### config.mk
export PLATFORM = sky130hd
export DESIGN_NAME = shadow_pwm
export DESIGN_NICKNAME = d
export VERILOG_FILES = /design/src/rtl/pwm_pkg.sv /design/src/rtl/pwm_ctrl.sv /design/src/rtl/pwm_datapath.sv /design/src/rtl/shadow_pwm.sv
export SDC_FILE = /design/constraint.sdc
export NUM_CORES = 1
export LEC_CHECK = 0
export BUFFER_PORTS_ARGS = -buffer_cell sky130_fd_sc_hd__buf_2
export CAP_MARGIN = 10
export CELL_PAD_IN_SITES_DETAIL_PLACEMENT = 1
export CELL_PAD_IN_SITES_GLOBAL_PLACEMENT = 2
export CORE_ASPECT_RATIO = 0.5
export CORE_MARGIN = 1
export CORE_UTILIZATION = 37
export CTS_BUF_LIST = sky130_fd_sc_hd__clkbuf_4 sky130_fd_sc_hd__clkbuf_8
export DETAILED_ROUTE_END_ITERATION = 7
export PLACE_DENSITY = 0.84
export SKIP_LAST_GASP = 1
export SLEW_MARGIN = 15
export SYNTH_ARGS = -nofsm -noshare
export SYNTH_HDL_FRONTEND = slang
export SYNTH_SLANG_ARGS = --single-unit
### constraint.sdc
create_clock -name clk -period 3.9 [get_ports clk]
set_input_delay 0.585 -clock clk [delete_from_list [all_inputs] [get_ports clk]]
set_output_delay 0.585 -clock clk [all_outputs]
set_load 0.03 [all_outputs]
### src/rtl/pwm_pkg.sv
package pwm_pkg;
  localparam int unsigned OFF_CTRL = 32'h00;
  localparam int unsigned OFF_LOW  = 32'h18;
  localparam int unsigned OFF_HIGH = 32'h1C;

  localparam int BIT_RUN    = 0;
  localparam int BIT_RSVA   = 2;
  localparam int BIT_LOAD   = 5;
  localparam int BIT_RSVB   = 9;
  localparam int BIT_INVERT = 10;
  localparam int BIT_DRIVE  = 14;

  typedef struct packed {
    logic loadCnt;
    logic run;
    logic invert;
  } ctrlStrobe_t;
endpackage

### src/rtl/pwm_ctrl.sv
module pwm_ctrl
  import pwm_pkg::*;
#(
  parameter int ADDR_W = 8,
  parameter int DATA_W = 32,
  parameter int CNT_W  = 32
) (
  input  logic              clk,
  input  logic              rstN,
  input  logic [ADDR_W-1:0] busAddr,
  input  logic              busWrEn,
  input  logic [DATA_W-1:0] busWrData,
  output logic [DATA_W-1:0] busRdData,
  output logic [CNT_W-1:0]  shadowHigh,
  output logic [CNT_W-1:0]  shadowLow,
  output ctrlStrobe_t       strobe
);
  localparam logic [DATA_W-1:0] KEEP_MASK =
    (DATA_W'(1) << BIT_RUN) | (DATA_W'(1) << BIT_RSVA) | (DATA_W'(1) << BIT_RSVB) |
    (DATA_W'(1) << BIT_INVERT) | (DATA_W'(1) << BIT_DRIVE);

  logic [DATA_W-1:0] ctrlReg;
  logic hitCtrl, hitLow, hitHigh;

  assign hitCtrl = (busAddr == ADDR_W'(OFF_CTRL));
  assign hitLow  = (busAddr == ADDR_W'(OFF_LOW));
  assign hitHigh = (busAddr == ADDR_W'(OFF_HIGH));

  always_ff @(posedge clk) begin
    if (!rstN) begin
      ctrlReg    <= '0;
      shadowHigh <= '0;
      shadowLow  <= '0;
    end else if (busWrEn) begin
      if (hitCtrl) ctrlReg    <= busWrData & KEEP_MASK;
      if (hitLow)  shadowLow  <= busWrData[CNT_W-1:0];
      if (hitHigh) shadowHigh <= busWrData[CNT_W-1:0];
    end
  end

  always_comb begin
    busRdData = '0;
    if (hitCtrl)      busRdData = ctrlReg;
    else if (hitLow)  busRdData = DATA_W'(shadowLow);
    else if (hitHigh) busRdData = DATA_W'(shadowHigh);
  end

  assign strobe.loadCnt = busWrEn && hitCtrl && busWrData[BIT_LOAD];
  assign strobe.run     = ctrlReg[BIT_RUN] && ctrlReg[BIT_DRIVE];
  assign strobe.invert  = ctrlReg[BIT_INVERT];


  count_write_keeps_ctrl_chk: assert property (@(posedge clk) disable iff (!rstN)
    (busWrEn && (hitLow || hitHigh)) |=> $stable(ctrlReg));


  shadow_capture_chk: assert property (@(posedge clk) disable iff (!rstN)
    (busWrEn && hitHigh) |=> (shadowHigh == $past(busWrData[CNT_W-1:0])));
endmodule

### src/rtl/pwm_datapath.sv
module pwm_datapath
  import pwm_pkg::*;
#(
  parameter int CNT_W = 32
) (
  input  logic             clk,
  input  logic             rstN,
  input  ctrlStrobe_t      strobe,
  input  logic [CNT_W-1:0] shadowHigh,
  input  logic [CNT_W-1:0] shadowLow,
  output logic             pwmOut
);
  localparam logic [CNT_W-1:0] ONE = CNT_W'(1);

  logic [CNT_W-1:0] highAct, lowAct, phaseCnt;
  logic phaseHigh;
  logic highZero, lowZero, degenerate, rawLevel;

  assign highZero   = (highAct == '0);
  assign lowZero    = (lowAct == '0);
  assign degenerate = highZero || lowZero;

  always_ff @(posedge clk) begin
    if (!rstN) begin
      highAct   <= '0;
      lowAct    <= '0;
      phaseCnt  <= '0;
      phaseHigh <= 1'b1;
    end else if (strobe.loadCnt) begin
      highAct   <= shadowHigh;
      lowAct    <= shadowLow;
      phaseCnt  <= '0;
      phaseHigh <= 1'b1;
    end else if (!strobe.run || degenerate) begin
      phaseCnt  <= '0;
      phaseHigh <= 1'b1;
    end else if (phaseHigh) begin
      if (phaseCnt == highAct - ONE) begin
        phaseCnt  <= '0;
        phaseHigh <= 1'b0;
      end else begin
        phaseCnt <= phaseCnt + ONE;
      end
    end else begin
      if (phaseCnt == lowAct - ONE) begin
        phaseCnt  <= '0;
        phaseHigh <= 1'b1;
      end else begin
        phaseCnt <= phaseCnt + ONE;
      end
    end
  end

  always_comb begin
    if (highZero)     rawLevel = 1'b0;
    else if (lowZero) rawLevel = 1'b1;
    else              rawLevel = phaseHigh;
  end

  assign pwmOut = strobe.run && !(highZero && lowZero) && (rawLevel ^ strobe.invert);


  restart_on_load_chk: assert property (@(posedge clk) disable iff (!rstN)
    strobe.loadCnt |=> (phaseHigh && phaseCnt == '0));


  active_hold_chk: assert property (@(posedge clk) disable iff (!rstN)
    !strobe.loadCnt |=> ($stable(highAct) && $stable(lowAct)));


  active_load_chk: assert property (@(posedge clk) disable iff (!rstN)
    strobe.loadCnt |=> (highAct == $past(shadowHigh) && lowAct == $past(shadowLow)));


  high_bound_chk: assert property (@(posedge clk) disable iff (!rstN)
    (phaseHigh && !degenerate) |-> (phaseCnt < highAct));


  low_bound_chk: assert property (@(posedge clk) disable iff (!rstN)
    (!phaseHigh && !degenerate) |-> (phaseCnt < lowAct));


  gate_low_chk: assert property (@(posedge clk) disable iff (!rstN)
    !strobe.run |-> !pwmOut);
endmodule

### src/rtl/shadow_pwm.sv
module shadow_pwm
  import pwm_pkg::*;
#(
  parameter int ADDR_W = 8,
  parameter int DATA_W = 32,
  parameter int CNT_W  = 32
) (
  input  logic              clk,
  input  logic              rstN,
  input  logic [ADDR_W-1:0] busAddr,
  input  logic              busWrEn,
  input  logic [DATA_W-1:0] busWrData,
  output logic [DATA_W-1:0] busRdData,
  output logic              pwmOut
);
  ctrlStrobe_t      strobe;
  logic [CNT_W-1:0] shadowHigh, shadowLow;

  pwm_ctrl #(.ADDR_W(ADDR_W), .DATA_W(DATA_W), .CNT_W(CNT_W)) i_ctrl (
    .clk(clk), .rstN(rstN), .busAddr(busAddr), .busWrEn(busWrEn),
    .busWrData(busWrData), .busRdData(busRdData),
    .shadowHigh(shadowHigh), .shadowLow(shadowLow), .strobe(strobe)
  );

  pwm_datapath #(.CNT_W(CNT_W)) i_datapath (
    .clk(clk), .rstN(rstN), .strobe(strobe),
    .shadowHigh(shadowHigh), .shadowLow(shadowLow), .pwmOut(pwmOut)
  );
endmodule

==> flow_summary.yaml, run 1 <==
critical_path:
  reg2reg_from: "i_datapath.lowAct[6]$_SDFFE_PN0P_"
  arrival_ps: 3240
  path_max_fanout: 3
  r2r-end: "i_datapath.phaseCnt[0]$_SDFF_PP0_"
  startpoint_type: "register"
  cp.required_ps: 3310
  critical_path_class: "reg -> out"
  worstRegToRegCells: 10
  regToRegSetupSlack_ps: 160
  worstSetupEndpointType: "output port"
clock_tree:
  htree_levels: 4
  cts_tree: "yes"
  clock_latency_ps: 520
  hold_buffers: 0
  clkTransAtPathRegs_ps: 100
  cts.root.buffer_cell: "clkbuf_8"
  cts.sinks: 166
  cts_inserted_buffers: 17
  clockBufferDepth: 2
worst_hold_path:
  worst_hold_path.endpoint: "i_ctrl.shadowHigh[21]$_SDFFE_PN0P_"
  hold_start: "busWrData[21]"
  hold_path.class: "in -> reg"
  holdPathStages: 3
logic_synthesis:
  synth_edf_count: 0
  netlist_instances: 1182
  synth_most_common_cell: "nand2_1"
  synthFlopType: "dfxtp_1"
  yosys_warnings: 0
  synthTopCellsByArea: "dfxtp_1 36%, nand2_1 12%, a21boi_0 11%"
  syn_nets: 1228
  syn_area_um2: 9160
  ys_async_sr_fraction_pct: 0
  yosys_register_bits: 166
  synth-seq-area-share_pct: 36.3
  synth_area_leader_cell: "dfxtp_1"
  netlist_top_cells_count: "294 x nand2_1, 166 x dfxtp_1, 133 x a21boi_0"
  avgSynthCellArea_um2: 7.75
  netlist.area_leader.share_pct: 36.3
  yosysUniqueCellTypes: 60
placement:
  pre_cts_slack_ps: 167
  io_buffers: 75
  dp_hpwl_um: 23500
  place.gp.congestion: 0.931
  placedCellCount: 1542
die:
  initial_core_util_pct: 38.0
  die_w_um: 225
  die_y_um: 113
  die_area_um2: 25400
  ios: 76
  rows: 40
  core_um2: 24100
timing:
  fin_crit_sh_pct: 98.1
  worstMarginPinSlew_ps: 875
  hold_viol: 0
  setup_tns_ps: 0
  slew_viol_final: 0
  holdWs_ps: 319
  rsz0062_at_grt: "yes"
  fin_skew_ps: 12.8
  max_freq_mhz: 261
  setup_violations: 0
  min_period_ps: 3830
  setup_ws_ps: 74.5
  slew_headroom_pct: 41.1
power:
  p_int_mw: 2.25
  peakVddDrop_mv: 0.185
  swShare_pct: 26.1
  clock_power_share_pct: 41.5
  leakagePower_nw: 3.79
  powerDensity_nw_per_um2: 293
  seqPwrFrac_pct: 55.6
  p_comb_share_pct: 2.9
  switching_power_uw: 797
global_route:
  grt_pass1_wl_um: 48700
  antenna_found_initial: 2
  grt_overflow_total: 0
  grtUsageTotal_pct: 25.5
  grt_pass1_vias: 8228
  grt_max_degree: 134
layout:
  final_cells: 1575
  drive_above_1_share_pct: 13.9
  postLayoutCoreUtil_pct: 43.2
  antenna_cells: 0
  areaGrowthSynthToFinish_pct: 13.7
  nets: 1272
routing:
  wl_um: 31800
  post_drt_wl_per_cell_um: 20.2
  drt_iter0_markers: 561
  via_per_inst: 5.38
  drcViolationCount: 0
  antenna_left: 0
  dr.pass1.iters: 5
  num_vias: 8480
job:
  timing.max_cap.violations: 0
status:
  status: "finished, final reports clean"
[state kept, by name (all words and copies together) (netlist names)]
signal,flops
i_datapath.highAct,32
i_datapath.lowAct,32
i_datapath.phaseHigh,1
i_ctrl.shadowLow,32
i_datapath.phaseCnt,32
i_ctrl.ctrlReg,5
i_ctrl.shadowHigh,32
[power by group through the flow]
stage / sequential (mW) / combinational, mW / clock, mW
finish: 1.70 / 0.0894 / 1.27
floorplan: 1.73 / 0.0474 / 0
CTS: 1.70 / 0.0895 / 1.29
detailed placement: 1.73 / 0.0894 / 0
global route: 1.70 / 0.0955 / 1.36
global placement: 1.73 / 0.0882 / 0
[through the flow]
| step | instance area [um2] | power (mW) |
|---|---|---|
| 2_1_floorplan | 9160 | 1.78 |
| 3_3_place_gp | 9920 | 1.82 |
| 3_5_place_dp | 9920 | 1.82 |
| 4_1_cts | 10400 | 3.08 |
| 5_1_grt | 10400 | 3.16 |
| 6_report | 10400 | 3.05 |
[repair_timing]
item                                    4_1_cts  5_1_grt
endpoints found under the setup margin        1       32
pin swaps                                     3        6
setup buffers                                 0        1
resized for setup                            13        7
[worst max path at each step]
| stage | slack [ps] | end | from | cells past startpoint |
|---|---|---|---|---|
| detailed placement | 170 | i_datapath.phaseCnt[25]$_SDFF_PP0_ | i_datapath.lowAct[6]$_SDFFE_PN0P_ | 10 |
| finish | 70 | pwmOut | i_datapath.highAct[8]$_SDFFE_PN0P_ | 10 |
| CTS | 7 | pwmOut | i_datapath.highAct[8]$_SDFFE_PN0P_ | 10 |
| global route | -110 | pwmOut | i_datapath.lowAct[1]$_SDFFE_PN0P_ | 12 |
| global placement | 220 | i_datapath.phaseCnt[26]$_SDFF_PP0_ | i_datapath.lowAct[5]$_SDFFE_PN0P_ | 10 |
| floorplan | 360 | pwmOut | i_datapath.highAct[8]$_SDFFE_PN0P_ | 10 |
[final cells by class]
class | count | area (um2)
Inverter | 16 | 60.1
Tap cell | 336 | 420
Fill cell | 3026 | 13700
Clock inverter | 15 | 143
Sequential cell | 166 | 3330
Multi-Input combinational cell | 917 | 5550
Clock buffer | 17 | 234
Timing Repair Buffer | 108 | 679
[cell usage in the layout (no fill, tap or decap), types with 3 or more instances in the layout]
| master | synthesis | routed |
|---|---|---|
| a211o_1 | 4 | 4 |
| ha_1 | 3 | 3 |
| inv_1 | 16 | 16 |
| nor3_1 | 20 | 19 |
| clkinvlp_4 | 0 | 3 |
| nor2_1 | 101 | 100 |
| a31oi_1 | 7 | 7 |
| or2_2 | 9 | 8 |
| inv_6 | 0 | 4 |
| o311ai_0 | 3 | 3 |
| nand4_1 | 10 | 10 |
| nor4b_1 | 4 | 3 |
| o21ai_0 | 18 | 18 |
| dfxtp_1 | 166 | 164 |
| buf_2 | 4 | 74 |
| or3_1 | 15 | 14 |
| mux2i_1 | 39 | 39 |
| buf_12 | 0 | 4 |
| clkbuf_8 | 0 | 17 |
| clkinv_2 | 0 | 3 |
| xor2_1 | 46 | 46 |
| nor4_1 | 25 | 21 |
| and3_1 | 12 | 11 |
| o21a_1 | 3 | 3 |
| a2111oi_0 | 4 | 4 |
| nand3_1 | 31 | 29 |
| buf_4 | 0 | 29 |
| nand4b_1 | 4 | 4 |
| a21boi_0 | 133 | 133 |
| or4_1 | 16 | 14 |
| nand2_1 | 294 | 294 |
| xnor2_1 | 64 | 64 |
| o2bb2ai_1 | 3 | 3 |
| o211ai_1 | 5 | 5 |
| a21oi_1 | 9 | 8 |
[per-layer routing]
layer	vias up	GRT usage, %	wire length [um]
li1	4105	-	-
met1	4177	40.2	17400
met2	184	34.7	12400
met3	14	5.89	1870
met4	0	4.04	167
met5	-	0	0
[logic make-up (layout without fill, tap and decap cells)]
kind of cell | Yosys count | count (layout) | synth area share (%)
AOI/OAI and AO/OA | 205 | 205 | 16.3
muxes | 39 | 39 | 4.26
buffers and inverters | 99 | 156 | 4.37
DFF | 166 | 166 | 36.3
xor gates and xnor gates | 110 | 110 | 10.5
and+or+nand+nor | 560 | 560 | 27.8
adders and majority gates | 3 | 3 | 0.410
[worst max-delay path, stage by stage (launching register included)]
cell and delay, ps:
dfxtp_1 330, or4_4 550, or4_4 560, or3_4 370, nor4_4 130, buf_4 180, nor2_1 50, nor2_1 140
a21oi_2 110, nor2_1 140, buf_4 180
No activity file was read; power rests on OpenSTA's default activity.
==> inputs of run 2 (changes only) <==
==> constraint.sdc (replaced) <==
create_clock -name clk -period 3.9 [get_ports clk]
set_input_delay 0 -clock clk [delete_from_list [all_inputs] [get_ports clk]]
set_output_delay 0 -clock clk [all_outputs]
set_load 0.03 [all_outputs]
==> run 2 against run 1 <==
Against the previous run:
- die area is the same
- clock-buffer cell count grew 1
- routed wire length shrank 1.6%
- first-iteration DRC count shrank 0.53%
- flip-flop and latch count is the same
- global-route usage shrank 0.26 points
- via count grew 0.74%
- combinational power grew 29%
- core utilization grew 0.68 points
- final cell count grew 1.6%
- register-to-register slack gained 100 ps
==> flow_summary.yaml, run 2 (synthesis results as in run 1) <==
global_route:
  antenna_found_initial: 0
  grt_max_degree: 90
  grt_pass1_vias: 8461
  grt_overflow_total: 0
  grtUsageTotal_pct: 25.2
  grt_pass1_wl_um: 48600
timing:
  setup_violations: 0
  slew_viol_final: 0
  max_freq_mhz: 275
  hold_viol: 0
  fin_skew_ps: 14.4
  min_period_ps: 3640
  worstMarginPinSlew_ps: 804
  slew_headroom_pct: 46.4
  fin_crit_sh_pct: 93.2
  setup_ws_ps: 264
  rsz0062_at_grt: "no"
  holdWs_ps: 95.8
  setup_tns_ps: 0
critical_path:
  cp.required_ps: 4290
  critical_path_class: "reg -> reg"
  max_stage_delay_ps: 640
  slowest_stage: "or4_1"
  crit_family: "simple AND/OR/NAND/NOR gates"
  worst-path-buf-inv: 1
  cpMostUsedCell: "or4_1"
  arrival_ps: 4020
  worstSetupEndpointType: "register"
  startpoint_type: "register"
  crit_chain: "or3_1, or4_1, nor4_1, xnor2_1, nand4_1, or4_1, a2111oi_4, nand3b_2, buf_12, nor2_1"
  path_max_fanout: 31
clock_tree:
  cts_inserted_buffers: 17
  post-cts-setup-buffers: 0
  clock_latency_ps: 500
  cts.sinks: 166
  cts_tree: "yes"
  cts.root.buffer_cell: "clkbuf_8"
  clockBufferDepth: 2
  clkTransAtPathRegs_ps: 100
  htree_levels: 4
power:
  peakVddDrop_mv: 0.190
  clock_power_share_pct: 40.0
  p_comb_share_pct: 3.8
  switching_power_uw: 787
  swShare_pct: 26.1
  p_int_mw: 2.23
  leakagePower_nw: 3.86
  powerDensity_nw_per_um2: 285
  seqPwrFrac_pct: 56.2
layout:
  final_common_cell: "nand2_1"
  final_cells: 1600
  nets: 1297
  antenna_cells: 0
  drive_above_1_share_pct: 12.1
  areaGrowthSynthToFinish_pct: 15.5
  mostFrequentLayoutCells: "294 x nand2_1, 166 x dfxtp_1, 133 x a21boi_0"
routing:
  num_vias: 8543
  via_per_inst: 5.34
  antenna_left: 0
  drcViolationCount: 0
  wl_um: 31300
  drt_iter0_markers: 558
  post_drt_wl_per_cell_um: 19.6
  dr.pass1.iters: 5
die:
  ios: 76
  die_w_um: 225
  core_um2: 24100
  die_area_um2: 25400
  rows: 40
  die_y_um: 113
  initial_core_util_pct: 38.0
placement:
  dp_hpwl_um: 23200
  placedCellCount: 1533
  place.gp.congestion: 0.909
  io_buffers: 75
  pre_cts_slack_ps: 219
job:
  timing.max_cap.violations: 0
worst_hold_path:
  hold_path.class: "in -> reg"
status:
  status: "finished, final reports clean"
[run 2: cell types whose count changed in the layout (fill, tap and decap cells not counted), sizes merged]
cell	previous run	this run
dlygate4sd3	0	35
buf	108	98
clkbuf	17	18
bufinv	1	0
[run 2: layer usage]
layer | GRT usage [%] | up-vias | routed length [um]
li1 | - | 4157 | -
met1 | 39.9 | 4201 | 17200
met2 | 34.3 | 170 | 12200
met3 | 5.61 | 15 | 1780
met4 | 3.99 | 0 | 173
met5 | 0 | - | 0
[run 2: final cells by class]
class	instances	area, um2
inverters	16	60.1
fillers	2999	13500
multi-input cells	917	5490
clock inverters	14	115
well taps	336	420
repair buffers	133	923
flip-flops and latches	166	3320
clock buffers	18	248
[run 2: power by group through the flow]
stage	logic (mW)	clock network (mW)	registers (mW)
after floorplan	0.0474	0	1.73
after global placement	0.0874	0	1.73
after detailed placement	0.0881	0	1.73
after CTS	0.115	1.24	1.70
after global routing	0.123	1.32	1.70
final	0.115	1.21	1.70
[run 2: worst paths after layout]
path / from / endpoint / slack, ps / cells past startpoint
worst max-delay path: i_datapath.lowAct[5]$_SDFFE_PN0P_ / i_datapath.phaseCnt[24]$_SDFF_PP0_ / 260 / 10
worst max register to register: i_datapath.lowAct[5]$_SDFFE_PN0P_ / i_datapath.phaseCnt[24]$_SDFF_PP0_ / 260 / 10
worst min register to register: i_ctrl.ctrlReg[2]$_SDFFE_PN0P_ / i_ctrl.ctrlReg[2]$_SDFFE_PN0P_ / 480 / 2
worst min-delay path: rstN / i_ctrl.shadowHigh[11]$_SDFFE_PN0P_ / 100 / 2
[run 2: timing repair]
| action | CTS | global route |
|---|---|---|
| endpoints found under the setup margin | 1 | 32 |
| hold buffers | 35 | 0 |
| pin swaps | 0 | 0 |
| resized for setup | 1 | 4 |
| endpoints found under the hold margin | 69 | 0 |
| cloned | 0 | 0 |
[run 2: per-stage QoR]
stage	cell area (um2)	total power, mW	utilization, %
finish	10600	3.02	43.8
CTS	10500	3.05	43.7
global route	10600	3.14	43.8
global placement	9830	1.82	40.7
detailed placement	9830	1.82	40.7
floorplan	9160	1.78	-
==> inputs of run 3 (changes only) <==
--- a/config.mk
+++ b/config.mk
@@ -11,10 +11,10 @@
 export CELL_PAD_IN_SITES_GLOBAL_PLACEMENT = 2
 export CORE_ASPECT_RATIO = 0.5
 export CORE_MARGIN = 1
-export CORE_UTILIZATION = 37
+export CORE_UTILIZATION = 35
 export CTS_BUF_LIST = sky130_fd_sc_hd__clkbuf_4 sky130_fd_sc_hd__clkbuf_8
 export DETAILED_ROUTE_END_ITERATION = 7
-export PLACE_DENSITY = 0.84
+export PLACE_DENSITY = 0.88
 export SKIP_LAST_GASP = 1
 export SLEW_MARGIN = 15
 export SYNTH_ARGS = -nofsm -noshare
==> run 3 against run 2 <==
Against the previous run:
- total power up 4.3%
- flip-flop and latch count unchanged
- clock-buffer cell count unchanged
- sequential share of layout area down 0.27 points
- global-route usage down 1.1 points
- routed wire length up 2.0%
- sequential power about the same
- critical endpoint is now pwmOut
- highest routed layer unchanged
- non-clock buffer count up 3
- critical path depth down 1
- clock power up 9.9%
==> flow_summary.yaml, run 3 (synthesis results as in run 1) <==
critical_path:
  cp.required_ps: 3900
  regToRegSetupSlack_ps: 200
  startpoint: "i_datapath.highAct[8]$_SDFFE_PN0P_"
  r2r-end: "i_datapath.phaseCnt[24]$_SDFF_PP0_"
  critical_path_class: "reg -> out"
  worstSetupEndpointType: "output port"
  startpoint_type: "register"
  arrival_ps: 3720
  path_max_fanout: 8
  worstRegToRegCells: 11
  reg2reg_from: "i_datapath.highAct[8]$_SDFFE_PN0P_"
timing:
  fin_crit_sh_pct: 95.3
  setup_tns_ps: 0
  fin_skew_ps: 17.5
  setup_ws_ps: 184
  setup_violations: 0
  min_period_ps: 3720
  max_freq_mhz: 269
  slew_viol_final: 0
  rsz0062_at_grt: "no"
  slew_headroom_pct: 23.8
  hold_viol: 0
  worstMarginPinSlew_ps: 1140
placement:
  place.gp.congestion: 0.899
  dp_hpwl_um: 23600
  pre_cts_slack_ps: 189
  io_buffers: 75
clock_tree:
  cts_inserted_buffers: 17
  htree_levels: 4
  clockBufferDepth: 2
  cts_tree: "yes"
  cts.root.buffer_cell: "clkbuf_8"
  clock_latency_ps: 510
  clkTransAtPathRegs_ps: 100
  cts.sinks: 166
  post-cts-setup-buffers: 0
global_route:
  grtUsageTotal_pct: 24.1
  globalRouteMet1Util_pct: 37.2
  grt_overflow_total: 0
  use_met3_pct: 4.93
  grt_pass1_vias: 8306
  antenna_found_initial: 1
  use_met2_pct: 33.4
  grt_busiest_layer: "met1"
  grt_pass1_wl_um: 48600
  grt_max_degree: 134
layout:
  areaGrowthSynthToFinish_pct: 16.5
  final_common_cell: "nand2_1"
  mostFrequentLayoutCells: "294 x nand2_1, 166 x dfxtp_1, 133 x a21boi_0"
  nets: 1300
  fillers: 3142
  drive_above_1_share_pct: 12.4
routing:
  drt_iter0_markers: 691
  wl_um: 31900
  via_per_inst: 5.37
  dr.pass1.iters: 5
  num_vias: 8662
  post_drt_wl_per_cell_um: 19.8
  antenna_left: 0
  drcViolationCount: 0
power:
  totalPowerFinal_mw: 3.15
  peakVddDrop_mv: 0.167
  leakagePower_nw: 3.90
  powerDensity_nw_per_um2: 295
die:
  die_w_um: 231
  die_area_um2: 26900
  initial_core_util_pct: 36.0
  die_y_um: 116
  ios: 76
  core_um2: 25400
  rows: 41
worst_hold_path:
  hold_start: "rstN"
  hold_path.class: "in -> reg"
  holdPathStages: 5
  worst_hold_path.endpoint: "i_datapath.phaseHigh$_SDFF_PP1_"
status:
  status: "finished, final reports clean"
job:
  timing.max_cap.violations: 0
## run 3: cell types whose count changed in the layout (fill, tap and decap cells not counted), sizes merged
cell and change:
inv +1, clkinv -1, diode +1, bufinv +2, dlygate4sd3 +1, buf +2
clkinvlp -2
## run 3: where the power goes
part           internal [mW]  total (mW)  switching (mW)
combinational         0.0646       0.117          0.0523
sequential              1.69        1.70        0.000775
clock                  0.603        1.33           0.731
total                   2.36        3.15           0.784
## run 3: per-stage QoR
stage	cell area [um2]	util (%)	hold WS [ps]	cells
finish	10700	41.9	163	1612
global route	10700	41.9	184	1611
CTS	10600	41.8	124	1611
detailed placement	9850	38.7	275	1543
global placement	9850	38.7	265	1543
floorplan	9160	-	145	1182
## run 3: worst max-delay path by stage
stage,end,slack (ps),cells past startpoint
finish,pwmOut,180,9
global route,i_datapath.phaseCnt[22]$_SDFF_PP0_,30,10
CTS,pwmOut,2,8
detailed placement,i_datapath.phaseCnt[24]$_SDFF_PP0_,190,10
global placement,i_datapath.phaseCnt[3]$_SDFF_PP0_,300,10
floorplan,i_datapath.phaseCnt[10]$_SDFF_PP0_,520,12
## run 3: area by class of cell
type	instances	area [um2]	share of cell area, %
Antenna cell	1	2.50	0.0235
Clock buffer	18	248	2.32
Clock inverter	14	161	1.51
Inverter	16	60.1	0.563
Multi-Input combinational cell	917	5490	51.5
Sequential cell	166	3320	31.2
Tap cell	344	430	4.03
Timing Repair Buffer	136	948	8.89
## run 3: critical path, cell delays in order (launching register included)
cell	delay (ps)
dfxtp_1	360
or4_1	690
or4_1	610
or3_1	430
nor4_2	390
nor2_1	90
nor2_1	160
a21oi_2	140
nor2_1	130
buf_2	210
## run 3: routing by layer
| layer | wire, um | up-vias |
|---|---|---|
| met5 | 0 | - |
| met4 | 307 | 0 |
| met3 | 2160 | 25 |
| met2 | 12600 | 201 |
| met1 | 16900 | 4282 |
| li1 | - | 4154 |
## run 3: timing repair
action / CTS / global route
pin swaps: 0 / 0
hold endpoints to repair: 69 / 0
gates cloned: 0 / 0
endpoints found under the setup margin: 1 / 32
hold buffers: 36 / 0
gates resized for setup: 2 / 6
